## config.mk

```make
export PLATFORM = sky130hd
export DESIGN_NAME = uart_irq_ident
export DESIGN_NICKNAME = d
export VERILOG_FILES = /design/src/rtl/uart_irq_pkg.sv /design/src/rtl/uart_irq_cause.sv /design/src/rtl/uart_irq_lsr.sv /design/src/rtl/uart_irq_modem.sv /design/src/rtl/uart_irq_ident.sv
export SDC_FILE = /design/constraint.sdc
export NUM_CORES = 1
export LEC_CHECK = 0
export ABC_AREA = 1
export BUFFER_PORTS_ARGS = -buffer_cell sky130_fd_sc_hd__buf_2
export CORE_MARGIN = 2
export CORE_UTILIZATION = 30
export CTS_CLUSTER_SIZE = 16
export DETAILED_ROUTE_END_ITERATION = 16
export PLACE_DENSITY = 0.65
export SKIP_CTS_REPAIR_TIMING = 1
export SYNTH_ARGS = -nofsm -noshare
export SYNTH_HDL_FRONTEND = slang
export SYNTH_SLANG_ARGS = --single-unit
```

## constraint.sdc

```tcl
create_clock -name clk -period 0.9 [get_ports clk]
set_input_delay 0.18 -clock clk [delete_from_list [all_inputs] [get_ports clk]]
set_output_delay 0.18 -clock clk [all_outputs]
set_load 0.01 [all_outputs]
```

## src/rtl/uart_irq_pkg.sv

```systemverilog
`timescale 1ns/1ps
package uart_irq_pkg;
   localparam int unsigned CAUSE_N = 5;

   typedef enum logic [2:0] {
      CZ_LINE    = 3'd0,
      CZ_RDATA   = 3'd1,
      CZ_TIMEOUT = 3'd2,
      CZ_TXSPACE = 3'd3,
      CZ_MODEM   = 3'd4
   } cause_e;

   localparam int unsigned EN_RX    = 0;
   localparam int unsigned EN_TX    = 1;
   localparam int unsigned EN_LINE  = 2;
   localparam int unsigned EN_MODEM = 3;

   localparam int unsigned CFG_DTR  = 24;
   localparam int unsigned CFG_RTS  = 25;
   localparam int unsigned CFG_OUT1 = 26;
   localparam int unsigned CFG_OUT2 = 27;
   localparam int unsigned CFG_LOOP = 28;
   localparam int unsigned CFG_AUTO = 29;

   localparam logic [31:0] CFG_WMASK = 32'h3FFF_FF0F;

   typedef struct packed {
      logic [7:0] fill_lo;
      logic [7:0] line;
      logic [7:0] modem;
      logic [1:0] fill_hi;
      logic       rsvd;
      logic [4:0] id;
   } status_t;
endpackage

```

## src/rtl/uart_irq_cause.sv

```systemverilog
`timescale 1ns/1ps
module uart_irq_cause #(
   parameter bit SET_WINS = 1'b1
) (
   input  logic clk,
   input  logic rst_n,
   input  logic set_i,
   input  logic clr_i,
   output logic q_o
);
   logic q_r;

   generate
      if (SET_WINS) begin : g_set_first
         always_ff @(posedge clk or negedge rst_n) begin
            if (!rst_n)     q_r <= 1'b0;
            else if (set_i) q_r <= 1'b1;
            else if (clr_i) q_r <= 1'b0;
         end
      end else begin : g_clr_first
         always_ff @(posedge clk or negedge rst_n) begin
            if (!rst_n)     q_r <= 1'b0;
            else if (clr_i) q_r <= 1'b0;
            else if (set_i) q_r <= 1'b1;
         end
      end
   endgenerate

   assign q_o = q_r;
endmodule

```

## src/rtl/uart_irq_lsr.sv

```systemverilog
`timescale 1ns/1ps
module uart_irq_lsr #(
   parameter int unsigned ERR_N    = 5,
   parameter bit          SET_WINS = 1'b1
) (
   input  logic             clk,
   input  logic             rst_n,
   input  logic [ERR_N-1:0] err_i,
   input  logic             clr_i,
   output logic [ERR_N-1:0] flags_o,
   output logic             any_o
);
   generate
      if (ERR_N < 1) begin : g_bad_n
         $error("uart_irq_lsr: ERR_N must be at least 1");
      end
      for (genvar e = 0; e < ERR_N; e++) begin : g_flag
         uart_irq_cause #(.SET_WINS(SET_WINS)) u_flag (
            .clk   (clk),
            .rst_n (rst_n),
            .set_i (err_i[e]),
            .clr_i (clr_i),
            .q_o   (flags_o[e])
         );
      end
   endgenerate

   assign any_o = |err_i;
endmodule

```

## src/rtl/uart_irq_modem.sv

```systemverilog
`timescale 1ns/1ps
module uart_irq_modem #(
   parameter int unsigned LINES       = 4,
   parameter int unsigned SYNC_STAGES = 2,
   parameter bit          SET_WINS    = 1'b1
) (
   input  logic             clk,
   input  logic             rst_n,
   input  logic [LINES-1:0] lines_i,
   input  logic             clr_i,
   output logic [LINES-1:0] level_o,
   output logic [LINES-1:0] delta_o,
   output logic             change_o
);
   localparam int unsigned LAST = SYNC_STAGES - 1;

   logic [LINES-1:0] chain_q [SYNC_STAGES];
   logic [LINES-1:0] prev_q;
   logic [LINES-1:0] diff;

   generate
      if (SYNC_STAGES < 1) begin : g_bad_sync
         $error("uart_irq_modem: SYNC_STAGES must be at least 1");
      end
   endgenerate

   always_ff @(posedge clk or negedge rst_n) begin
      if (!rst_n) begin
         for (int s = 0; s < SYNC_STAGES; s++) chain_q[s] <= '0;
         prev_q <= '0;
      end else begin
         chain_q[0] <= lines_i;
         for (int s = 1; s < SYNC_STAGES; s++) chain_q[s] <= chain_q[s-1];
         prev_q <= chain_q[LAST];
      end
   end

   assign level_o  = chain_q[LAST];
   assign diff     = chain_q[LAST] ^ prev_q;
   assign change_o = |diff;

   generate
      for (genvar l = 0; l < LINES; l++) begin : g_delta
         uart_irq_cause #(.SET_WINS(SET_WINS)) u_delta (
            .clk   (clk),
            .rst_n (rst_n),
            .set_i (diff[l]),
            .clr_i (clr_i),
            .q_o   (delta_o[l])
         );
      end
   endgenerate
endmodule

```

## src/rtl/uart_irq_ident.sv

```systemverilog
`timescale 1ns/1ps
module uart_irq_ident
   import uart_irq_pkg::*;
#(
   parameter int unsigned FILL_W      = 10,
   parameter int unsigned SYNC_STAGES = 2,
   parameter bit          SET_WINS    = 1'b1
) (
   input  logic              clk,
   input  logic              rst_n,
   input  logic              cfg_we,
   input  logic [3:0]        cfg_be,
   input  logic [31:0]       cfg_wdata,
   input  logic              stat_we,
   input  logic [3:0]        stat_be,
   input  logic [31:0]       stat_wdata,
   input  logic              ev_rx_avail,
   input  logic              ev_rx_timeout,
   input  logic              ev_tx_space,
   input  logic              err_overrun,
   input  logic              err_parity,
   input  logic              err_framing,
   input  logic              err_break,
   input  logic              err_rxfifo,
   input  logic              lvl_data_ready,
   input  logic              lvl_thr_empty,
   input  logic              lvl_tx_empty,
   input  logic              modem_cts,
   input  logic              modem_dsr,
   input  logic              modem_ri,
   input  logic              modem_dcd,
   input  logic [FILL_W-1:0] rx_fill,
   output logic [31:0]       status_word,
   output logic [31:0]       cfg_word,
   output logic              irq_o,
   output logic              dtr_o,
   output logic              rts_o,
   output logic              out1_o,
   output logic              out2_o,
   output logic              loop_o,
   output logic              autoflow_o
);
   localparam int unsigned LANES = 4;
   localparam int unsigned ERR_N = 5;
   localparam int unsigned MLINE = 4;

   generate
      if (FILL_W != 10) begin : g_bad_fill
         $error("uart_irq_ident: FILL_W must be 10 to fit the split status layout");
      end
   endgenerate

   // configuration word, per-lane writes
   logic [31:0] cfg_q;
   generate
      for (genvar b = 0; b < LANES; b++) begin : g_cfg_lane
         always_ff @(posedge clk or negedge rst_n) begin
            if (!rst_n)
               cfg_q[8*b +: 8] <= '0;
            else if (cfg_we && cfg_be[b])
               cfg_q[8*b +: 8] <= cfg_wdata[8*b +: 8] & CFG_WMASK[8*b +: 8];
         end
      end
   endgenerate

   // clear strobes from lane 0 of a status write
   logic [CAUSE_N-1:0] id_clr;
   assign id_clr = (stat_we && stat_be[0]) ? stat_wdata[CAUSE_N-1:0] : '0;

   // line status error latches
   logic [ERR_N-1:0] err_flags;
   logic             err_any;
   uart_irq_lsr #(.ERR_N(ERR_N), .SET_WINS(SET_WINS)) u_lsr (
      .clk     (clk),
      .rst_n   (rst_n),
      .err_i   ({err_rxfifo, err_break, err_framing, err_parity, err_overrun}),
      .clr_i   (id_clr[CZ_LINE]),
      .flags_o (err_flags),
      .any_o   (err_any)
   );

   // modem line change detection: {dcd, ri, dsr, cts}
   logic [MLINE-1:0] m_level;
   logic [MLINE-1:0] m_delta;
   logic             m_change;
   uart_irq_modem #(.LINES(MLINE), .SYNC_STAGES(SYNC_STAGES), .SET_WINS(SET_WINS)) u_modem (
      .clk      (clk),
      .rst_n    (rst_n),
      .lines_i  ({modem_dcd, modem_ri, modem_dsr, modem_cts}),
      .clr_i    (id_clr[CZ_MODEM]),
      .level_o  (m_level),
      .delta_o  (m_delta),
      .change_o (m_change)
   );

   // cause set terms
   logic [CAUSE_N-1:0] cz_set;
   logic [CAUSE_N-1:0] cz_q;
   always_comb begin
      cz_set             = '0;
      cz_set[CZ_LINE]    = cfg_q[EN_LINE]  & err_any;
      cz_set[CZ_RDATA]   = cfg_q[EN_RX]    & ev_rx_avail;
      cz_set[CZ_TIMEOUT] = cfg_q[EN_RX]    & ev_rx_timeout;
      cz_set[CZ_TXSPACE] = cfg_q[EN_TX]    & ev_tx_space;
      cz_set[CZ_MODEM]   = cfg_q[EN_MODEM] & m_change;
   end

   generate
      for (genvar c = 0; c < CAUSE_N; c++) begin : g_cause
         uart_irq_cause #(.SET_WINS(SET_WINS)) u_cause (
            .clk   (clk),
            .rst_n (rst_n),
            .set_i (cz_set[c]),
            .clr_i (id_clr[c]),
            .q_o   (cz_q[c])
         );
      end
   endgenerate

   // status assembly
   status_t st;
   always_comb begin
      st          = '0;
      st.id       = cz_q;
      st.rsvd     = 1'b0;
      st.fill_hi  = rx_fill[9:8];
      st.modem    = {m_level, m_delta};
      st.line     = {err_flags[4], lvl_tx_empty, lvl_thr_empty, err_flags[3],
                     err_flags[2], err_flags[1], err_flags[0], lvl_data_ready};
      st.fill_lo  = rx_fill[7:0];
   end

   assign status_word = st;
   assign cfg_word    = cfg_q;
   assign irq_o       = |cz_q;
   assign dtr_o       = cfg_q[CFG_DTR];
   assign rts_o       = cfg_q[CFG_RTS];
   assign out1_o      = cfg_q[CFG_OUT1];
   assign out2_o      = cfg_q[CFG_OUT2];
   assign loop_o      = cfg_q[CFG_LOOP];
   assign autoflow_o  = cfg_q[CFG_AUTO];
endmodule

```

Word-level counts from Yosys, hierarchy flattened
Cells that the tools add are included.
{"block": "totals", "regBits": 52, "in_bits": 101, "word_cells": 69, "out_inout_bits": 71}
{"block": "classes", "reduce_logical": 22, "bitwise": 6, "mux": 20}
{"operator": "nonzero test 2 bit", "n": 14}
{"operator": "2-to-1 mux 1 bit", "n": 19}
{"operator": "OR reduction 5 bit", "n": 2}
{"operator": "bitwise AND 1 bit", "n": 5}
{"operator": "logical AND 1 bit", "n": 5}
{"operator": "2-to-1 mux 5 bit", "n": 1}
{"operator": "OR reduction 4 bit", "n": 1}
{"operator": "XOR 4 bit", "n": 1}

Depth between registers and ports, before layout
Gate-level depths: netlist of run 1.
{"block": "logic_depth", "ltp_word": 4, "mapped_depth": 7, "ltp_nobuf": 7}

Hierarchy
Synthesis of run 1 repeated with hierarchy kept, for this count alone.
{"block": "hier_totals", "cells_unflattened": 277, "area_unflattened_um2": 2322.2}
{"mod": "uart_irq_ident", "seq_area_each_um2": 650.6, "area_per_inst_um2": 1320.0, "cells_per_inst": 165, "n_inst": 1}
{"mod": "uart_irq_cause", "seq_area_each_um2": 25.0, "area_per_inst_um2": 40.0, "cells_per_inst": 5, "n_inst": 14}
{"mod": "uart_irq_modem", "seq_area_each_um2": 300.3, "area_per_inst_um2": 425.4, "cells_per_inst": 38, "n_inst": 1}
{"mod": "uart_irq_lsr", "seq_area_each_um2": 0.0, "area_per_inst_um2": 16.3, "cells_per_inst": 4, "n_inst": 1}

Worst setup path after synthesis of run 1
OpenSTA, ideal clock, no wires.
{"block": "synth_timing", "path_kind": "register to register", "start": "reg u_modem.chain_q (netlist bit u_modem.level_o[0])", "end": "reg g_cause[4].u_cause.q_r", "path_stages_with_launch": 7, "path_slack_ns": 0.056, "setup_time_ns": 0.117, "n_path_buf": 0, "t_required_ns": 0.783, "period_less_slack_ns": 0.844, "arrival_time_ns": 0.727, "path_cell_list": "dfrtp_1 > nand2_1 > nand2_1 > nor2_1 > nand2_1 > nand2_1 > nand2_1"}
{"block": "synth_between", "elab_chain_cells": 4, "elab_cells_between_ends": 5, "classes_between": "mux (1); bitwise (2); reduce/logical (2)"}
{"element": "start, declared", "line": "uart_irq_modem.sv:17", "rtl": "logic [LINES-1:0] chain_q [SYNC_STAGES];"}
{"element": "XOR 4 bit (*)", "line": "uart_irq_modem.sv:39", "rtl": "assign diff = chain_q[LAST] ^ prev_q;"}
{"element": "OR reduction 4 bit (*)", "line": "uart_irq_modem.sv:40", "rtl": "assign change_o = |diff;"}
{"element": "bitwise AND 1 bit (*)", "line": "uart_irq_ident.sv:105", "rtl": "cz_set[CZ_MODEM] = cfg_q[EN_MODEM] & m_change;"}
{"element": "2-to-1 mux 1 bit / nonzero test 2 bit (equally long branches)"}
{"element": "end signal, assigned", "line": "uart_irq_cause.sv:16", "rtl": "if (!rst_n) q_r <= 1'b0;"}
{"element": "end signal, assigned", "line": "uart_irq_cause.sv:17", "rtl": "else if (set_i) q_r <= 1'b1;"}
{"element": "end signal, assigned", "line": "uart_irq_cause.sv:18", "rtl": "else if (clr_i) q_r <= 1'b0;"}
{"element": "end, declared", "line": "uart_irq_cause.sv:11", "rtl": "logic q_r;"}
Every way passes the cells marked *; elsewhere a longest branch is shown, timed or not.
A chain may end at the register's enable or synchronous reset.

Final worst setup path of run 1
{"block": "layout_timing", "start": "reg g_cause[2].u_cause.q_r", "end": "out irq_o"}
{"block": "layout_between", "elab_chain_cells": 1}
{"element": "start, declared", "line": "uart_irq_cause.sv:11"}
{"element": "start signal, assigned", "line": "uart_irq_cause.sv:16"}
{"element": "start signal, assigned", "line": "uart_irq_cause.sv:17"}
{"element": "start signal, assigned", "line": "uart_irq_cause.sv:18"}
{"element": "OR reduction 5 bit", "line": "uart_irq_ident.sv:135", "rtl": "assign irq_o = |cz_q;"}
{"element": "end, declared", "line": "uart_irq_ident.sv:35", "rtl": "output logic irq_o,"}
No other way between the ends.

==> impl_metrics.toml, run 1 <==
[run_status]
status = "complete, but fails checks"
violations = "negative setup slack"

[die]
num_rows = 31
fp.dieW_um = 90.4
core_um2 = 7250
die_h_um = 90.4
die_area_um2 = 8170
start_util_pct = 30.9
io_pins = 172

[sta]
setup_viol = 54
setup_tns_ns = -7.20
worst_slack_ns = -0.377
hold_viol_final = 0
fmax_mhz = 783
rsz0062_at_grt = "yes"
finClkSkew_ns = 0.00468
finalCritPeriodShare_pct = 142
slew_violations = 0
period_needed_ns = 1.28

[cts]
cts_max_level = 2
insertion_delay_ns = 0.30
clock_sinks = 52
clk_pin_slew_ns = 0.09
clockRootBuffer = "clkbuf_8"
clockBufferDepth = 2
cts_buffers = 5
cts_tree = "built"

[critical_path]
cp_cell_sequence = "nor3_2 > nand2_1 > buf_2"
cp.required_ns = 0.72
worstSetupPathType = "reg2out"
critical-path-slowest-cell = "dfrtp_1"
crit_path_end_kind = "primary output"
cp_top_family = "flip-flops"
slowest_delay_ns = 0.41
cp_data_arrival_time_ns = 1.10
crit_buf_inv = 1
crit_path_start_kind = "flip-flop"
cp_max_fo = 2

[pwr]
power.total_w = 0.00536
irDropWorstVdd_mv = 0.682
p_per_area_nw_per_um2 = 1750
p_leak_nw = 1.57

[worst_hold_path]
hold_path_class = "in2reg"

[detailed_routing]
post_drt_wl_per_cell_um = 11.4
drt_drc_violations_left = 0
first_iter_violations = 35
ant_nets = 0
drt-pass1-iter-count = 4
vias = 1595
viasPerCell = 4.01
routed_wl_mm = 4.52

[synth]
synth_cell_type_count = 13
postSynthCellCount = 195
syn-cell-area_um2 = 2240
yosys.area.top_type_share_pct = 58.1
ys_ff_latch = 52
yosys_warnings = 0
avgSynthCellArea_um2 = 11.5
ys_seq_area_share_pct = 58.1
yosys.area.top_type = "dfrtp_1"
yosys-top-cells-area = "dfrtp_1 58%, buf_4 15%, mux2_2 13%, nand2_1 5.2%, inv_1 2.8%"

[finish]
final_area_um2 = 3060
final_nets = 399
drive_gt1_share_pct = 58.5
post-route-util_pct = 42.2
diodes = 0
area_growth_syn_to_layout_pct = 36.5

[global_route]
grt_usage_pct = 10.9
grt_pass1_vias = 1558
grt_max_degree = 30
antenna_found_initial = 0
grt_pass1_wl_mm = 7.21
grt_overflow = 0

[placed_design]
gp_congestion = 0.762
place_area_um2 = 2690
hpwl_mm = 3.46
pre_cts_slack_ns = -0.152
port_buffers = 102

[flow_run]
cap_viol_max_count = 0
registers in the layout, indices dropped and copies added (netlist names):
name                         cells
autoflow_o                       1
u_modem.g_delta.u_delta.q_o      4
cfg_word                        25
u_modem.level_o                  4
g_cause.u_cause.q_o              5
u_lsr.g_flag.u_flag.q_o          5
u_modem.chain_q                  4
u_modem.prev_q                   4
Yosys cell counts, drive strengths merged:
cell type  instances
nor3               1
nor2               6
nand3              5
o21ai              5
a22o               3
buf               44
dfrtp             52
nand2             33
o21bai             2
conb               1
inv               17
mux2              26
worst min-delay path: cells and delay by family:
kind | cells | cell delay (ns)
buffers and inverters | 2 | 0.11
AND/OR/NAND/NOR | 1 | 0.05
report_power, final:
| group | leakage [nW] | internal, W | total, W | switching (W) |
|---|---|---|---|---|
| sequential | 0.581 | 0.00259 | 0.00274 | 0.000149 |
| combinational | 0.949 | 0.000684 | 0.00122 | 0.000537 |
| clock | 0.0434 | 0.000624 | 0.00140 | 0.000773 |
cells in the final DEF, fill, tap and decap left out:
| cell | count |
|---|---|
| buf_2 | 93 |
| dfrtp_1 | 52 |
| nand2_1 | 26 |
| mux2_2 | 26 |
| buf_6 | 20 |
| inv_1 | 15 |
| buf_4 | 15 |
| conb_1 | 7 |
| nor2_1 | 6 |
| nand2_2 | 6 |
| clkbuf_8 | 6 |
| dlygate4sd3_1 | 5 |
| o21ai_0 | 4 |
| nand3_1 | 4 |
| a22o_1 | 3 |
| o21bai_1 | 2 |
| inv_2 | 2 |
| clkinvlp_4 | 2 |
| nor3_2 | 1 |
| nand2_4 | 1 |
| nand3_2 | 1 |
| o21ai_2 | 1 |
| buf_12 | 1 |
final timing paths:
kind	from	end	slack, ns	cells after the start
setup / recovery	g_cause[2].u_cause.q_o$_DFFE_PN0P_	irq_o	-0.38	3
hold / removal	err_overrun	u_lsr.g_flag[0].u_flag.q_o$_DFFE_PN0P_	0.08	3
setup reg to reg	u_modem.level_o[2]$_DFF_PN0_	g_cause[4].u_cause.q_o$_DFFE_PN0P_	-0.10	7
hold reg to reg	u_modem.chain_q[5]$_DFF_PN0_	u_modem.level_o[1]$_DFF_PN0_	0.36	0
max in group asynchronous	rst_n	autoflow_o$_DFFE_PN0P_	0.24	3
min in group asynchronous	rst_n	g_cause[4].u_cause.q_o$_DFFE_PN0P_	0.38	3
metrics by stage:
step,hold WS (ns),std cells
floorplan,-0.116,201
global placement,0.154,373
detailed placement,0.160,373
CTS,-0.176,381
global route,0.0794,398
finish,0.0755,398
logic make-up (layout without fill, tap and decap cells):
kind of cell / Yosys count / after routing / synth area share, %
buffers and inverters: 61 / 159 / 17.6
DFF: 52 / 52 / 58.1
AOI/OAI and AO/OA: 10 / 10 / 2.96
muxes: 26 / 26 / 13.1
other: 1 / 7 / 0.167
and+or+nand+nor: 45 / 45 / 8.10
cell type report:
type | count | area (um^2)
Timing Repair Buffer | 134 | 873
Clock buffer | 6 | 82.6
Multi-Input combinational cell | 88 | 598
Sequential cell | 52 | 1300
Tap cell | 99 | 124
Clock inverter | 2 | 15.0
Inverter | 17 | 63.8
Fill cell | 724 | 4200
routing by layer:
metal / GRT usage (%) / wire length (um) / up-vias / part of all wire, %
li1: - / - / 772 / -
met1: 12.3 / 1710 / 745 / 38
met2: 19.1 / 2430 / 74 / 54
met3: 3.59 / 333 / 4 / 7.4
met4: 4.10 / 44 / 0 / 0.97
met5: 0 / 0 / - / 0
(Power assumes the default switching activity.)
==> inputs of run 2 (changes only) <==
Settings changed: PLACE_DENSITY 0.65 to 0.62.
Clock period 0.9 ns to 1.4 ns, I/O delays scaled along.
==> run 2 against run 1 <==
The run now ends clean. Combinational power fell by 49%. Sequential share of layout area grew 5.1 points. Clock power decreased by 29%. Power shrank 37%. First-iteration DRC count decreased by 23%. Wire length down 4.2%. Count of clock-buffer cells in the layout did not move. Highest routed layer unchanged. Clock skew decreased by 0.0013 ns. Flip-flop and latch count is the same. Worst setup slack improved by 0.43 ns.
==> impl_metrics.toml, run 2 (synthesized netlist as in run 1, its figures left out) <==
[placed_design]
gp_congestion = 0.743
port_buffers = 102
numPlacedInstances = 359
pre_cts_slack_ns = 0.243
hpwl_mm = 3.39
place_area_um2 = 2590

[critical_path]
rr_startpoint = "u_modem.level_o[0]$_DFF_PN0_"
worstSetupPathType = "reg2out"
worst-path-stages = 3
worstRegToRegCells = 6
critical-path-slowest-cell = "dfrtp_1"
crit_path_start_kind = "flip-flop"
cp_data_arrival_time_ns = 1.07
cp.required_ns = 1.12
crit_path_end_kind = "primary output"
r2r_slack_ns = 0.46
crit_buf_inv = 1
cp_top_family = "flip-flops"
cp_max_fo = 2
crit_start = "g_cause[2].u_cause.q_o$_DFFE_PN0P_"
reg2reg_to = "g_cause[4].u_cause.q_o$_DFFE_PN0P_"
slowest_delay_ns = 0.41
cp-endpoint = "irq_o"
cp_cell_sequence = "nor3_2 > nand2_1 > buf_2"

[sta]
finalCritPeriodShare_pct = 96.5
slew_violations = 0
finClkSkew_ns = 0.00339
hold_viol_final = 0
fmax_mhz = 740
period_needed_ns = 1.35
setup_tns_ns = 0
rsz0062_at_grt = "yes"
worst_slack_ns = 0.0493
setup_viol = 0

[pwr]
internal_power_w = 0.00252
p_seq_share_pct = 52.2
switching_share_pct = 25.7
pwr-share-clk_pct = 29.5
p_leak_nw = 1.42
switchingPower_w = 0.000872
p_per_area_nw_per_um2 = 1240
irDropWorstVdd_mv = 0.467
power.share.combinational_pct = 18.3

[die]
num_rows = 31
die_area_um2 = 8170
core_um2 = 7250
start_util_pct = 30.9
die_h_um = 90.4
io_pins = 172
fp.dieW_um = 90.4

[global_route]
grt_overflow = 0
antenna_found_initial = 0
grt_pass1_wl_mm = 7.02
grt_pass1_vias = 1564
grt_max_degree = 53
grt_usage_pct = 10.6

[detailed_routing]
first_iter_violations = 27
drt-pass1-iter-count = 4
ant_nets = 0
viasPerCell = 4.06
routed_wl_mm = 4.33
post_drt_wl_per_cell_um = 11.7
vias = 1506
drt_drc_violations_left = 0

[flow_run]
cap_viol_max_count = 0

[cts]
insertion_delay_ns = 0.29
clockRootBuffer = "clkbuf_8"
cts_tree = "built"
cts_buffers = 5
clock_sinks = 52
clk_pin_slew_ns = 0.09
clockBufferDepth = 2
cts_max_level = 2

[finish]
area_growth_syn_to_layout_pct = 22.0
final_cells = 371
drive_gt1_share_pct = 52.2
largest_register_ffs = 25
fillers = 751
final_common_cell = "buf_2"
final_area_um2 = 2730
diodes = 0
seqCellArea_um2 = 1300
layout_common_cells = "102 x buf_2, 52 x dfrtp_1, 31 x nand2_1"
multi_input_comb_area_um2 = 572
final_nets = 372

[worst_hold_path]
hold_path_class = "in2reg"

[run_status]
status = "finished, final reports clean"
[run 2: cell types whose count changed in the layout (fill, tap and decap cells not counted), sizes merged]
| cell | before | now |
|---|---|---|
| buf | 129 | 106 |
| clkinvlp | 2 | 0 |
| dlygate4sd3 | 5 | 1 |
| bufinv | 0 | 1 |
| clkinv | 0 | 1 |
[run 2: metal layers]
layer	wire length, um	vias up	global-route usage, %	part of all wire [%]
li1	-	719	-	-
met1	1690	717	12.2	39
met2	2250	62	18.7	52
met3	329	8	3.09	7.6
met4	55	0	3.97	1.3
met5	0	-	0	0
[run 2: per-stage QoR]
stage,util (%),power [W],hold WS (ns)
3_3_place_gp,35.7,0.00239,0.297
5_1_grt,37.7,0.00360,0.0572
6_report,37.7,0.00339,0.0849
3_5_place_dp,35.7,0.00241,0.296
4_1_cts,37.1,0.00344,-0.0410
2_1_floorplan,-,0.00222,-0.0156
[run 2: how the worst min path moves through the flow]
stage                     startpoint                                         end  slack, ns  depth (start not counted)
after floorplan                rst_n                      autoflow_o$_DFFE_PN0P_      -0.02                          0
after global placement         rst_n  u_modem.g_delta[0].u_delta.q_o$_DFFE_PN0P_       0.30                          2
after detailed placement       rst_n  u_modem.g_delta[0].u_delta.q_o$_DFFE_PN0P_       0.30                          2
after CTS                      rst_n  u_modem.g_delta[0].u_delta.q_o$_DFFE_PN0P_      -0.04                          2
after global routing       modem_dcd                u_modem.chain_q[7]$_DFF_PN0_       0.06                          1
final                      modem_dcd                u_modem.chain_q[7]$_DFF_PN0_       0.08                          1
[run 2: power by group through the flow]
stage	combinational, W	clock [W]	sequential (W)
6_report	0.000622	0.000999	0.00177
4_1_cts	0.000613	0.00105	0.00177
5_1_grt	0.000687	0.00112	0.00179
3_3_place_gp	0.000602	0	0.00179
2_1_floorplan	0.000382	0	0.00184
3_5_place_dp	0.000612	0	0.00180
[run 2: cell type report]
type                       instances  share of cell area (%)
sequential                        52                    47.6
multi-input combinational         88                    20.9
timing repair buffer             107                    20.6
tap                               99                    4.54
clock buffer                       6                    2.66
inverter                          17                    2.34
clock inverter                     2                    1.28
